===== src/rtl/spi_ctl_pkg.sv =====
package spi_ctl_pkg;
  localparam int unsigned DW = 8;

  typedef enum logic [1:0] {
    REG_CTRL = 2'd0,
    REG_STAT = 2'd1,
    REG_DATA = 2'd2,
    REG_NONE = 2'd3
  } reg_sel_e;

  localparam int CB_IE   = 7;
  localparam int CB_OE   = 6;
  localparam int CB_DIV  = 5;
  localparam int CB_MST  = 4;
  localparam int CB_CPOL = 3;
  localparam int CB_CPHA = 2;

  localparam int SB_TC  = 7;
  localparam int SB_OVR = 6;
  localparam int SB_FLT = 5;

  // log2 of the half period; rate = {bypass, r1, r0}
  function automatic logic [2:0] half_exp(logic [2:0] rate);
    logic [2:0] base;
    case (rate[1:0])
      2'd0:    base = 3'd0;
      2'd1:    base = 3'd1;
      2'd2:    base = 3'd3;
      default: base = 3'd4;
    endcase
    return base + (rate[2] ? 3'd1 : 3'd2);
  endfunction
endpackage


===== src/rtl/spi_ctl_sync.sv =====
module spi_ctl_sync #(
  parameter int unsigned   W       = 1,
  parameter int unsigned   STAGES  = 2,
  parameter logic [W-1:0]  RST_VAL = '0
) (
  input  logic         clk_i,
  input  logic         rst_ni,
  input  logic [W-1:0] d_i,
  output logic [W-1:0] q_o
);
  logic [W-1:0] stg_q [STAGES];

  for (genvar s = 0; s < STAGES; s++) begin : g_stg
    if (s == 0) begin : g_first
      always_ff @(posedge clk_i or negedge rst_ni)
        if (!rst_ni) stg_q[s] <= RST_VAL;
        else         stg_q[s] <= d_i;
    end else begin : g_next
      always_ff @(posedge clk_i or negedge rst_ni)
        if (!rst_ni) stg_q[s] <= RST_VAL;
        else         stg_q[s] <= stg_q[s-1];
    end
  end

  assign q_o = stg_q[STAGES-1];
endmodule


===== src/rtl/spi_ctl_baud.sv =====
module spi_ctl_baud
  import spi_ctl_pkg::*;
#(
  parameter int unsigned CNT_W = 7
) (
  input  logic       clk_i,
  input  logic       rst_ni,
  input  logic       run_i,
  input  logic [2:0] rate_i,
  output logic       tick_o
);
  logic [CNT_W-1:0] cnt_q;
  logic [CNT_W-1:0] lim;

  assign lim    = (CNT_W'(1) << half_exp(rate_i)) - CNT_W'(1);
  assign tick_o = run_i && (cnt_q == lim);

  always_ff @(posedge clk_i or negedge rst_ni)
    if (!rst_ni)               cnt_q <= '0;
    else if (!run_i || tick_o) cnt_q <= '0;
    else                       cnt_q <= cnt_q + CNT_W'(1);

  // shortest half period is two clocks
  assert_tick_gap_R3: assert property (@(posedge clk_i) disable iff (!rst_ni)
    tick_o |=> !tick_o);
endmodule


===== src/rtl/spi_ctl_shift.sv =====
module spi_ctl_shift #(
  parameter int unsigned DW = 8
) (
  input  logic          clk_i,
  input  logic          rst_ni,
  input  logic          load_i,
  input  logic [DW-1:0] load_data_i,
  input  logic          edge_i,
  input  logic          clear_i,
  input  logic          cpha_i,
  input  logic          din_i,
  output logic          dout_o,
  output logic          ph_o,
  output logic          busy_o,
  output logic          done_o,
  output logic [DW-1:0] rx_o
);
  localparam int unsigned   IW   = $clog2(2 * DW);
  localparam logic [IW-1:0] LAST = IW'(2 * DW - 1);

  logic [DW-1:0] sr_q;
  logic [IW-1:0] idx_q;
  logic          lat_q, ph_q;
  logic          last, cap;

  assign last   = (idx_q == LAST);
  assign cap    = (idx_q[0] == cpha_i);
  assign rx_o   = {sr_q[DW-2:0], (cpha_i ? din_i : lat_q)};
  assign done_o = edge_i && last && !clear_i;
  assign dout_o = sr_q[DW-1];
  assign ph_o   = ph_q;
  assign busy_o = (idx_q != '0);

  always_ff @(posedge clk_i or negedge rst_ni)
    if (!rst_ni) begin
      sr_q  <= '0;
      idx_q <= '0;
      lat_q <= 1'b0;
      ph_q  <= 1'b0;
    end else begin
      if (load_i) sr_q <= load_data_i;
      if (clear_i) begin
        idx_q <= '0;
        ph_q  <= 1'b0;
      end else if (edge_i) begin
        ph_q  <= ~ph_q;
        idx_q <= last ? '0 : idx_q + IW'(1);
        if (last)                          sr_q  <= rx_o;
        else if (cap)                      lat_q <= din_i;
        else if (!(cpha_i && idx_q == '0)) sr_q  <= {sr_q[DW-2:0], lat_q};
      end
    end

  // the clock level returns to idle at the end of every frame
  assert_frame_idle_R6: assert property (@(posedge clk_i) disable iff (!rst_ni)
    done_o |=> !ph_q && !busy_o);
endmodule


===== src/rtl/spi_ctl.sv =====
module spi_ctl
  import spi_ctl_pkg::*;
#(
  parameter int unsigned SYNC_STAGES = 2,
  parameter int unsigned CNT_W       = 7
) (
  input  logic          clk_i,
  input  logic          rst_ni,
  input  logic [1:0]    reg_addr_i,
  input  logic          reg_wr_i,
  input  logic          reg_rd_i,
  input  logic [DW-1:0] reg_wdata_i,
  output logic [DW-1:0] reg_rdata_o,
  output logic          irq_o,
  input  logic          ss_ni,
  input  logic          sck_i,
  output logic          sck_o,
  output logic          sck_oe_o,
  input  logic          mosi_i,
  output logic          mosi_o,
  output logic          mosi_oe_o,
  input  logic          miso_i,
  output logic          miso_o,
  output logic          miso_oe_o
);
  logic [DW-1:0] ctrl_q, rx_q, rx_new;
  logic tc_q, ovr_q, flt_q, arm_tc_q, arm_flt_q, rx_full_q, mst_busy_q, sck_d_q;
  logic ss_s, sck_s, mosi_s;
  logic wr_ctrl, rd_stat, wr_data, rd_data, data_acc;
  logic mstr, oe, fault_evt, start, load, tick, sh_edge, sh_clear, din;
  logic dout, ph, eng_busy, done, accept;

  spi_ctl_sync #(.W(3), .STAGES(SYNC_STAGES), .RST_VAL(3'b100)) u_sync (
    .clk_i, .rst_ni,
    .d_i ({ss_ni, sck_i, mosi_i}),
    .q_o ({ss_s, sck_s, mosi_s})
  );

  always_ff @(posedge clk_i or negedge rst_ni)
    if (!rst_ni) sck_d_q <= 1'b0;
    else         sck_d_q <= sck_s;

  assign wr_ctrl  = reg_wr_i && (reg_addr_i == REG_CTRL);
  assign rd_stat  = reg_rd_i && (reg_addr_i == REG_STAT);
  assign wr_data  = reg_wr_i && (reg_addr_i == REG_DATA);
  assign rd_data  = reg_rd_i && (reg_addr_i == REG_DATA);
  assign data_acc = wr_data || rd_data;

  assign mstr      = ctrl_q[CB_MST];
  assign oe        = ctrl_q[CB_OE];
  assign fault_evt = mstr && oe && !ss_s;
  assign start     = wr_data && mstr && oe && !mst_busy_q && !fault_evt;
  assign load      = start || (wr_data && !mstr && !eng_busy);
  assign sh_edge   = mstr ? tick : (!ss_s && (sck_s ^ sck_d_q));
  assign sh_clear  = mstr ? fault_evt : ss_s;
  assign din       = mstr ? miso_i : mosi_s;

  spi_ctl_baud #(.CNT_W(CNT_W)) u_baud (
    .clk_i, .rst_ni,
    .run_i  (mst_busy_q),
    .rate_i ({ctrl_q[CB_DIV], ctrl_q[1:0]}),
    .tick_o (tick)
  );

  spi_ctl_shift #(.DW(DW)) u_shift (
    .clk_i, .rst_ni,
    .load_i      (load),
    .load_data_i (reg_wdata_i),
    .edge_i      (sh_edge),
    .clear_i     (sh_clear),
    .cpha_i      (ctrl_q[CB_CPHA]),
    .din_i       (din),
    .dout_o      (dout),
    .ph_o        (ph),
    .busy_o      (eng_busy),
    .done_o      (done),
    .rx_o        (rx_new)
  );

  // a read in the completion cycle frees the buffer for the new byte
  assign accept = done && !(rx_full_q && !rd_data);

  always_ff @(posedge clk_i or negedge rst_ni)
    if (!rst_ni) begin
      ctrl_q     <= '0;
      rx_q       <= '0;
      tc_q       <= 1'b0;
      ovr_q      <= 1'b0;
      flt_q      <= 1'b0;
      arm_tc_q   <= 1'b0;
      arm_flt_q  <= 1'b0;
      rx_full_q  <= 1'b0;
      mst_busy_q <= 1'b0;
    end else begin
      if (wr_ctrl) ctrl_q <= reg_wdata_i;
      if (fault_evt) begin
        ctrl_q[CB_OE]  <= 1'b0;
        ctrl_q[CB_MST] <= 1'b0;
      end

      if (fault_evt || (mstr && done)) mst_busy_q <= 1'b0;
      else if (start)                  mst_busy_q <= 1'b1;

      if (done)                       tc_q <= 1'b1;
      else if (data_acc && arm_tc_q)  tc_q <= 1'b0;

      if (done && !accept)            ovr_q <= 1'b1;
      else if (data_acc && arm_tc_q)  ovr_q <= 1'b0;

      if (accept) begin
        rx_q      <= rx_new;
        rx_full_q <= 1'b1;
      end else if (rd_data) begin
        rx_full_q <= 1'b0;
      end

      if (fault_evt)                  flt_q <= 1'b1;
      else if (wr_ctrl && arm_flt_q)  flt_q <= 1'b0;

      if (rd_stat)       arm_tc_q <= tc_q;
      else if (data_acc) arm_tc_q <= 1'b0;

      if (rd_stat)      arm_flt_q <= flt_q;
      else if (wr_ctrl) arm_flt_q <= 1'b0;
    end

  always_comb begin
    reg_rdata_o = '0;
    case (reg_addr_i)
      REG_CTRL: reg_rdata_o = ctrl_q;
      REG_STAT: begin
        reg_rdata_o[SB_TC]  = tc_q;
        reg_rdata_o[SB_OVR] = ovr_q;
        reg_rdata_o[SB_FLT] = flt_q;
      end
      REG_DATA: reg_rdata_o = rx_q;
      default:  reg_rdata_o = '0;
    endcase
  end

  assign irq_o     = ctrl_q[CB_IE] && (tc_q || ovr_q || flt_q);
  assign sck_o     = ctrl_q[CB_CPOL] ^ ph;
  assign sck_oe_o  = oe && mstr;
  assign mosi_o    = dout;
  assign mosi_oe_o = oe && mstr;
  assign miso_o    = dout;
  assign miso_oe_o = oe && !mstr && !ss_s;

  assert_fault_release_R8: assert property (@(posedge clk_i) disable iff (!rst_ni)
    fault_evt |=> !ctrl_q[CB_OE] && !ctrl_q[CB_MST] && flt_q && !mst_busy_q);

  assert_ovr_keeps_old_R7: assert property (@(posedge clk_i) disable iff (!rst_ni)
    (done && rx_full_q && !rd_data) |=> ovr_q && $stable(rx_q));

  assert_done_flags_R6: assert property (@(posedge clk_i) disable iff (!rst_ni)
    done |=> tc_q);

  assert_idle_level_R4: assert property (@(posedge clk_i) disable iff (!rst_ni)
    (mstr && !mst_busy_q) |-> (sck_o == ctrl_q[CB_CPOL]));
endmodule


===== config.mk =====
export PLATFORM = sky130hd
export DESIGN_NAME = spi_ctl
export DESIGN_NICKNAME = d
export VERILOG_FILES = /design/src/rtl/spi_ctl_pkg.sv /design/src/rtl/spi_ctl_sync.sv /design/src/rtl/spi_ctl_baud.sv /design/src/rtl/spi_ctl_shift.sv /design/src/rtl/spi_ctl.sv
export SDC_FILE = /design/constraint.sdc
export NUM_CORES = 1
export LEC_CHECK = 0
export CAP_MARGIN = 20
export CORE_ASPECT_RATIO = 1.1
export CORE_MARGIN = 2
export CORE_UTILIZATION = 40
export CTS_BUF_LIST = sky130_fd_sc_hd__clkbuf_16
export DETAILED_ROUTE_END_ITERATION = 6
export DONT_BUFFER_PORTS = 1
export GPL_TIMING_DRIVEN = 0
export MAX_ROUTING_LAYER = met4
export SLEW_MARGIN = 20
export SYNTH_ARGS = -nofsm -noshare
export SYNTH_HDL_FRONTEND = slang
export SYNTH_SLANG_ARGS = --single-unit
export TNS_END_PERCENT = 10

===== constraint.sdc =====
create_clock -name clk_i -period 4 [get_ports clk_i]
set_input_delay 0.2 -clock clk_i [delete_from_list [all_inputs] [get_ports clk_i]]
set_output_delay 0.2 -clock clk_i [all_outputs]
set_load 0.03 [all_outputs]

; ---- Word-level counts from Yosys, hierarchy flattened
; Cells that the tools add are included.
[totals]
input_bits = 18
word_cells = 126
latchBits = 0
register_bits = 51
n_memories = 0
romBits = 0
ram_bits = 0
[op_classes]
order_cmp = 0
bitwise_logic = 5
n_eq_ne = 7
n_mul = 0
n_div = 0
muxes = 36
n_reduce_logical = 55
addsub = 4
shift = 1
[op_table]
columns = cell, n
row1 = 8-bit 2-to-1 mux, 6
row2 = 1-bit logical AND, 26
row3 = 1-bit 2-to-1 mux, 21
row4 = 3-bit one-hot mux with 3 select lines, 2
row5 = 2-bit nonzero test, 9
row6 = 7-bit 2-to-1 mux, 2
row7 = 4-bit 2-to-1 mux, 3
row8 = 5-bit one-hot mux with 2 select lines, 1
row9 = 1-bit logical NOT, 9
row10 = 7-bit by 1-bit adder with 7-bit output (second input constant), 1
row11 = 7-bit equality test, 1
row12 = 1-bit by 3-bit left shift with 7-bit output (first input constant), 1
row13 = 7-bit by 2-bit subtractor with 7-bit output (second input constant), 1
row14 = 1-bit logical OR, 6
row15 = 4-bit by 1-bit adder with 4-bit output (second input constant), 1
row16 = 2-bit by 1-bit equality test with 1-bit output (second input constant), 2
row17 = 2-bit equality test (second input constant), 2
row18 = 4-bit equality test (second input constant), 1
row19 = 2-bit logical NOT, 2
row20 = 4-bit logical NOT, 1
row21 = 4-bit AND reduction, 1
row22 = 4-bit nonzero test, 1
row23 = 3-bit adder, 1
row24 = 1-bit inverter, 3
row25 = 3 further kinds, 4

; ---- Depth between registers and ports, before layout
; Gate-level depths: netlist (run 1).
[logic_depth]
depth_word = 14
ltp_mapped = 15
ltp_nobuf = 14

; ---- By module
; From an unflattened synthesis (run 1), not the netlist that was laid out.
[hier_totals]
hier_cells = 279
area_unflattened_um2 = 3016.6
[modules_own_cells]
columns = mod, seq_area_each_um2, instances, area_each_um2, cells_per_inst
row1 = spi_ctl, 600.6, 1, 1253.7, 111
row2 = spi_ctl_baud, 175.2, 1, 813.3, 87
row3 = spi_ctl_shift, 350.3, 1, 774.5, 72
row4 = spi_ctl_sync, 152.6, 1, 175.2, 9

; ---- Worst setup path after synthesis (run 1)
; OpenSTA, ideal clock, no wires.
[synth_timing]
kind = register to register
start = reg ctrl_q[0]
end = reg rx_q[1]
stages_incl_launch_ff = 16
setup_ps = 125
slack_ps = 805
arrival_time_ps = 3070
path_cell_list = dfrtp_1 inv_1 ha_1 ha_1 a21oi_1 xor2_1 nand3b_1 ha_1 a2bb2oi_1 a41o_1 a22oi_1 a311oi_1 and3_1 buf_6 o21ai_4 mux2_4
[synth_between]
elab_chain_len = 11
[synth_rtl]
columns = element, line_no
row1 = from (decl), spi_ctl.sv:26  ; logic [DW-1:0] ctrl_q, rx_q, rx_new;
row2 = from (signal assigned), spi_ctl.sv:95  ; if (wr_ctrl) ctrl_q <= reg_wdata_i;
row3 = "2-bit equality test, or another cell as far along", spi_ctl_pkg.sv:25  ; case (rate[1:0])
row4 = 3-bit one-hot mux with 3 select lines (*), spi_ctl_pkg.sv:25
row5 = 3-bit adder (*), spi_ctl_pkg.sv:31  ; return base + (rate[2] ? 3'd1 : 3'd2);
row6 = 1-bit by 3-bit left shift with 7-bit output (*), spi_ctl_baud.sv:15  ; assign lim = (CNT_W'(1) << half_exp(rate_i)) - CNT_W'(1);
row7 = 7-bit by 2-bit subtractor with 7-bit output (*), spi_ctl_baud.sv:15
row8 = 7-bit equality test (*), spi_ctl_baud.sv:16  ; assign tick_o = run_i && (cnt_q == lim);
row9 = 1-bit logical AND (*), spi_ctl_baud.sv:16
row10 = 1-bit 2-to-1 mux (*), spi_ctl.sv:54  ; assign sh_edge = mstr ? tick : (!ss_s && (sck_s ^ sck_d_q));
row11 = 1-bit logical AND (*) (2 in a row), spi_ctl_shift.sv:29  ; assign done_o = edge_i && last && !clear_i;
row12 = 1-bit logical AND (*), spi_ctl.sv:81  ; assign accept = done && !(rx_full_q && !rd_data);
row13 = to (signal assigned), spi_ctl.sv:111  ; rx_q <= rx_new;
row14 = to (decl), spi_ctl.sv:26
; Every way passes the cells marked *; elsewhere a longest branch is shown, timed or not.
; A chain may end at the register's enable or synchronous reset.

; ---- Worst setup path in the final report (run 1)
[layout_timing]
start = reg ctrl_q[0]
end = reg u_shift.sr_q[6]
[layout_between]
elab_chain_len = 10
[layout_rtl]
columns = element, line_no
row1 = "2-bit equality test, or another cell as far along", spi_ctl_pkg.sv:25
row2 = 3-bit one-hot mux with 3 select lines (*), spi_ctl_pkg.sv:25
row3 = 3-bit adder (*), spi_ctl_pkg.sv:31
row4 = 1-bit by 3-bit left shift with 7-bit output (*), spi_ctl_baud.sv:15
row5 = 7-bit by 2-bit subtractor with 7-bit output (*), spi_ctl_baud.sv:15
row6 = 7-bit equality test (*), spi_ctl_baud.sv:16
row7 = 1-bit logical AND (*), spi_ctl_baud.sv:16
row8 = 1-bit 2-to-1 mux (*), spi_ctl.sv:54
row9 = 8-bit 2-to-1 mux (*), spi_ctl_shift.sv:45  ; end else if (edge_i) begin
row10 = 8-bit 2-to-1 mux (*), spi_ctl_shift.sv:42  ; if (clear_i) begin
row11 = to (signal assigned), spi_ctl_shift.sv:41  ; if (load_i) sr_q <= load_data_i;
row12 = to (signal assigned), spi_ctl_shift.sv:48  ; if (last) sr_q <= rx_o;
row13 = to (signal assigned), spi_ctl_shift.sv:50  ; else if (!(cpha_i && idx_q == '0)) sr_q <= {sr_q[DW-2:0], lat_q};
row14 = to (decl), spi_ctl_shift.sv:21  ; logic [DW-1:0] sr_q;
; Marked as above.

==> results of run 1 <==
==> where the power goes <==
| part | switching (mW) | internal [mW] |
|---|---|---|
| Clock | 0.190 | 0.231 |
| Combinational | 0.321 | 0.260 |
| Sequential | 0.0944 | 0.609 |
==> registers in the layout, indices dropped and copies added, names as in the netlist, 3 cells and up <==
name           cells
u_sync.stg_q       3
u_shift.idx_q      4
u_baud.cnt_q       7
ctrl_q             8
rx_q               8
u_shift.sr_q       8
u_sync.q_o         3
==> metrics by stage <==
step	cells	worst slack, ps	area, um^2	hold slack [ps]	total power, mW
2_1_floorplan	289	805	3020	-95.6	1.17
3_3_place_gp	376	300	3120	-94.4	1.27
3_5_place_dp	376	289	3120	-94.7	1.28
4_1_cts	389	253	3340	26.1	1.72
5_1_grt	389	18.7	3340	31.6	1.81
6_report	389	245	3340	26.7	1.70
==> cell usage after synthesis, drive strengths merged, types with 4 or more instances <==
library cell	number	share of area [%]
nor2b	4	0.83
mux2i	15	5.4
ha	8	3.3
nor2	23	2.9
inv	13	1.6
clkbuf	5	0.95
o21ai	13	2.5
xnor2	8	2.3
buf	9	2.6
xor2	5	1.5
nand2	27	3.4
and3	9	1.9
mux2	25	10
nand3	8	1.5
nor3	5	0.83
dfrtp	49	41
a21oi	12	2.4
o211ai	4	1.0
==> per-layer routing <==
layer  track usage [%]  routed length [um]  share of wire (%)  up-vias
li1                  -                   -                  -     1045
met1              21.1                2900                 46     1070
met2              26.7                3190                 50       28
met3              3.55                 195                3.1        6
met4              3.91                  65                1.0        0
met5                 -                   0                  0        -
==> critical path: cells and delay by family (launching register included) <==
kind | cells | cell delay, ps
buffers and inverters | 1 | 120
adders and majority gates | 2 | 1040
muxes | 1 | 370
AOI/OAI and AO/OA | 5 | 1240
and+or+nand+nor | 2 | 470
DFF | 1 | 380
==> cells by family after synthesis <==
group / after synthesis
DFF: 51
buffers and inverters: 27
muxes: 40
xor gates and xnor gates: 13
adders and majority gates: 9
and+or+nand+nor: 90
AOI/OAI and AO/OA: 59
==> worst max-delay path by stage <==
stage	start	to	slack [ps]	cells after the start
2_1_floorplan	ctrl_q[0]$_DFFE_PN0P_	rx_q[1]$_DFFE_PN0P_	800	15
5_1_grt	ctrl_q[0]$_DFFE_PN0P_	u_shift.sr_q[4]$_DFF_PN0_	20	11
6_report	ctrl_q[0]$_DFFE_PN0P_	u_shift.sr_q[6]$_DFF_PN0_	250	11
3_3_place_gp	ctrl_q[0]$_DFFE_PN0P_	u_shift.sr_q[1]$_DFF_PN0_	300	11
4_1_cts	ctrl_q[0]$_DFFE_PN0P_	u_shift.sr_q[6]$_DFF_PN0_	250	11
3_5_place_dp	ctrl_q[0]$_DFFE_PN0P_	u_shift.sr_q[6]$_DFF_PN0_	290	11
==> cell type report <==
| class | instances | share of cell area [%] |
|---|---|---|
| flip-flops and latches | 51 | 38.3 |
| clock buffers | 5 | 3.75 |
| repair buffers | 5 | 2.02 |
| plain buffers | 14 | 3.22 |
| multi-input cells | 211 | 47.4 |
| inverters | 13 | 1.46 |
| well taps | 87 | 3.26 |
| clock inverters | 3 | 0.600 |
==> impl_metrics.tcl, run 1 <==
set metrics [dict create \
    post-route-util_pct 45.1 \
    leakage_nw 1.52 \
    hold_depth 2 \
    path_clk_slew_ps 70 \
    synth-xor-area-share_pct 3.78 \
    htree_levels 2 \
    synth_top_family_by_area "multiplexers" \
    ys_ff_latch 51 \
    cellPowerDensity_nw_per_um2 511 \
    reg2regPathDepth 11 \
    outcome "completed" \
    ys_warn_count 0 \
    finalHoldViolCount 0 \
    overflow 0 \
    r2r_slack_ps 250 \
    clock-sinks 51 \
    root_buffer "clkbuf_16" \
    io_pins 33 \
    cts-hold-fix-buffers 5 \
    max_freq_mhz 266 \
    yosys.area_share.simple_pct 14.8 \
    synth_fa_ha_area_share_pct 3.98 \
    timing.final.crit_share_pct 93.9 \
    crit_required_ps 4180 \
    period_minus_slack_ps 3750 \
    holdCritStartpoint "reg_wdata_i[5]" \
    crit_type "flip-flop to flip-flop" \
    grt_first_pass_wirelength_mm 10.2 \
    cts_tree "done" \
    grt_pass1_vias 2027 \
    synthCells 289 \
    synth_compound_area_share_pct 14.3 \
    dr.pass1.iters 4 \
    grt_usage_pct 16.4 \
    vias 2149 \
    critPathMaxFanout 8 \
    ys_async_sr_fraction_pct 100 \
    worstReg2RegEnd "u_shift.sr_q[6]$_DFF_PN0_" \
    clockBufferDepth 2 \
    slew_viol_final 0 \
    port_buffers 0 \
    seqCellArea_um2 1280 \
    synth_nets 316 \
    cts_buffers 5 \
    crit_path_end_kind "flip-flop" \
    layout.cells.most_common "dfrtp_1" \
    wl_per_cell_um 16.3 \
    min_to "ctrl_q[5]$_DFFE_PN0P_" \
    slowest_delay_ps 760 \
    rsz0062_at_grt "false" \
    yosysSeqAreaShare_pct 42.4 \
    setup_viol 0 \
    drc_errors 0 \
    tightest_slew_ps 998 \
    hold_path_class "input pin to flip-flop" \
    row_count 33 \
    post-cts-setup-buffers 0 \
    drive_gt1_share_pct 18.2 \
    r2r-start "ctrl_q[0]$_DFFE_PN0P_" \
    cp.arrival_ps 3930 \
    initial_core_util_pct 40.8 \
    cp-start-kind "flip-flop" \
    nets 328 \
    multiInputGateArea_um2 1580 \
    ant_nets 0 \
    synth_cell_type_count 62 \
    antennaDiodeCount 0 \
    dieArea_um2 8250 \
    synth.avg_cell_area_um2 10.4 \
    maxCapViolCount 0 \
    drt-initial-drc-count 133 \
    core_um2 7390 \
    max_slew_margin_pct 32.8 \
    synthMuxAreaShare_pct 15.6 \
    synth_edf_count 0 \
    post_cts_resized 0 \
    syn2layout_area_growth_pct 10.7 \
    clock_latency_ps 290 \
    crit_chain "inv_1, fa_1, nand3b_1, ha_1, a2bb2oi_1, a41o_1, a22oi_1, a311oi_1, nand3_2, a21oi_4, mux2_2" \
    die_width_um 86.8 \
    viasPerCell 5.52 \
    ys.flop_type "dfrtp_1" \
    slowest_stage "fa_1" \
    irDropWorstVdd_mv 0.325 \
    final_cell_mix "dfrtp_1 (49), nand2_1 (27), nor2_1 (23)" \
    syn_area_um2 3020 \
    die_h_um 95.1 \
    final.setup.tns_ps 0 \
    gp_congestion 0.842 \
    grt_max_degree 52 \
    n_fill_cell 707 \
    dp_hpwl_mm 4.61 \
    fin_skew_ps 5.80 \
    routed_wl_mm 6.36 \
    antenna_found_initial 0 \
]
Note: power is estimated with default switching activity, not from simulation.
==> run 2: changes to the inputs <==
- ABC_AREA: default -> 1
==> run 2 against run 1 <==
  * Count of clock-buffer cells in the layout did not move
  * First-iteration DRC count grew 26%
  * Flip-flop and latch count unchanged
  * Clock power grew 15%
  * Sequential power up 4.8%
  * Critical path type unchanged
  * Largest cell class unchanged
  * Highest routed layer unchanged
==> impl_metrics.tcl, run 2 <==
set metrics [dict create \
    outcome "completed" \
    synthCells 473 \
    ys.flop_type "dfrtp_1" \
    maxCapViolCount 0 \
    gp_congestion 0.868 \
    tightest_slew_ps 1050 \
    ant_nets 0 \
    drt-initial-drc-count 167 \
    grt_first_pass_wirelength_mm 13.8 \
    dr.pass1.iters 4 \
    cts_buffers 5 \
    fin_cells 594 \
    place_ws_ps 877 \
    drive_gt1_share_pct 6.79 \
    max_slew_margin_pct 29.1 \
    ys_async_sr_fraction_pct 100 \
    port_buffers 0 \
    routed_wl_mm 8.08 \
    row_count 34 \
    synth.most_common_cell "nand2_1" \
    max_freq_mhz 323 \
    wl_per_cell_um 13.6 \
    path_clk_slew_ps 70 \
    synth_area_leaders "dfrtp_1 (37%), nand2_1 (22%), inv_1 (7.1%)" \
    grt_pass1_vias 2889 \
    fin_skew_ps 6.99 \
    die_h_um 99.2 \
    vias 2942 \
    dp_hpwl_mm 6.10 \
    dieArea_um2 8990 \
    crit_type "flip-flop to flip-flop" \
    ys_warn_count 0 \
    cp.arrival_ps 3280 \
    clock_latency_ps 290 \
    setup_viol 0 \
    leakage_nw 1.96 \
    dp.cells 581 \
    grt_max_degree 52 \
    grt_usage_pct 19.6 \
    overflow 0 \
    clock-sinks 51 \
    period_minus_slack_ps 3100 \
    synth_top_cells_by_count "nand2_1 (191), inv_1 (62), dfrtp_1 (49)" \
    final_cell_mix "nand2_1 (191), inv_1 (62), dfrtp_1 (49)" \
    core_um2 7960 \
    htree_levels 2 \
    io_pins 33 \
    hold_path_class "input pin to flip-flop" \
    synth_nets 500 \
    rsz0062_at_grt "false" \
    viasPerCell 4.95 \
    cts_tree "done" \
    hold_ws_ps 82.7 \
    timing.final.crit_share_pct 77.4 \
    synth.avg_cell_area_um2 6.97 \
    final.setup.tns_ps 0 \
    crit_path_end_kind "flip-flop" \
    clockBufferDepth 2 \
    syn_area_um2 3300 \
    drc_errors 0 \
    critPathMaxFanout 10 \
    root_buffer "clkbuf_16" \
    layout_setup_ws_ps 904 \
    initial_core_util_pct 41.5 \
    post-cts-setup-buffers 0 \
    crit_required_ps 4180 \
    synth_top_area_share_pct 37.2 \
    synth_cell_type_count 35 \
    layout.cells.most_common "nand2_1" \
    synth_edf_count 0 \
    cp-start-kind "flip-flop" \
    antennaDiodeCount 0 \
    antenna_found_initial 0 \
    slew_viol_final 0 \
    nets 512 \
    p_total_mw 2.14 \
    irDropWorstVdd_mv 0.250 \
    reg_top3 "ctrl_q: 8 flops, rx_q: 8 flops, u_shift.sr_q: 8 flops" \
    cellPowerDensity_nw_per_um2 584 \
    ys_ff_latch 51 \
    syn2layout_area_growth_pct 11.1 \
    n_fill_cell 859 \
    yosysSeqAreaShare_pct 38.8 \
    die_width_um 90.6 \
    finalHoldViolCount 0 \
    synth_area_leader_cell "dfrtp_1" \
]
[run 2: critical path, cell delays in order, from the launching register on]
cell and delay [ps]:
dfrtp_1 370, inv_1 100, ha_1 210, ha_1 170, inv_1 120, nand3_1 150, nand2_2 120, nand2_1 70
ha_1 290, xor2_1 150, nand2_1 60, nor2_1 80, nand2_1 60, nor2_1 80, nand2_1 90, nor2_4 130
nand4_4 120, nand2_4 120, buf_6 170, nand4_4 150, nand2_1 120, nand2_1 60
[run 2: through the flow]
stage | util [%] | area (um^2)
6_report | 46.1 | 3660
5_1_grt | 46.1 | 3660
4_1_cts | 46.1 | 3660
3_5_place_dp | 43.2 | 3430
3_3_place_gp | 43.2 | 3430
2_1_floorplan | - | 3300
[run 2: kinds of logic (layout without fill, tap and decap cells)]
family                   Yosys count  in the layout  synth area share (%)
buffers and inverters             75             88                  9.14
adder cells (fa/ha/maj)            9              9                  3.64
XOR/XNOR                           7              7                  1.86
flip-flops                        51             51                  38.8
AND/OR/NAND/NOR                  291            291                  39.3
AO/OA/AOI/OAI                     40             40                  7.25
[run 2: routing by layer]
metal	part of all wire, %	wire, um	track usage, %
met5	0	0	-
met4	0.63	51	2.84
met3	2.5	203	2.50
met2	50	4070	34.7
met1	46	3760	24.7
[run 2: timing repair]
action                                 4_1_cts  5_1_grt
endpoints found under the hold margin       54        0
resized for setup                            0        0
hold buffers                                 5        0
[run 2: area by class of cell]
cell class,instances,area (um^2),share of cell area [%]
Sequential cell,51,1280,34.9
Buffer,10,57.6,1.57
Inverter,65,244,6.66
Tap cell,108,135,3.69
Multi-Input combinational cell,347,1720,46.9
Clock inverter,3,38.8,1.06
Timing Repair Buffer,5,67.6,1.84
Clock buffer,5,125,3.41
[run 2: power breakdown]
group	total [mW]	internal, mW	switching [mW]
combinational	0.918	0.291	0.627
sequential	0.737	0.620	0.117
clock	0.483	0.292	0.191
total	2.14	1.20	0.935
[run 2: worst paths after layout]
path	start	to	slack [ps]	cells past startpoint
worst max-delay path	ctrl_q[0]$_DFFE_PN0P_	rx_q[5]$_DFFE_PN0P_	900	21
worst min-delay path	reg_wdata_i[7]	ctrl_q[7]$_DFFE_PN0P_	80	2
worst max register to register	ctrl_q[0]$_DFFE_PN0P_	rx_q[5]$_DFFE_PN0P_	900	21
worst min register to register	u_sync.stg_q[5]$_DFF_PN1_	u_sync.q_o[2]$_DFF_PN1_	350	0
max in group asynchronous	rst_ni	u_sync.q_o[2]$_DFF_PN1_	3280	2
min in group asynchronous	rst_ni	ovr_q$_DFFE_PN0P_	420	2
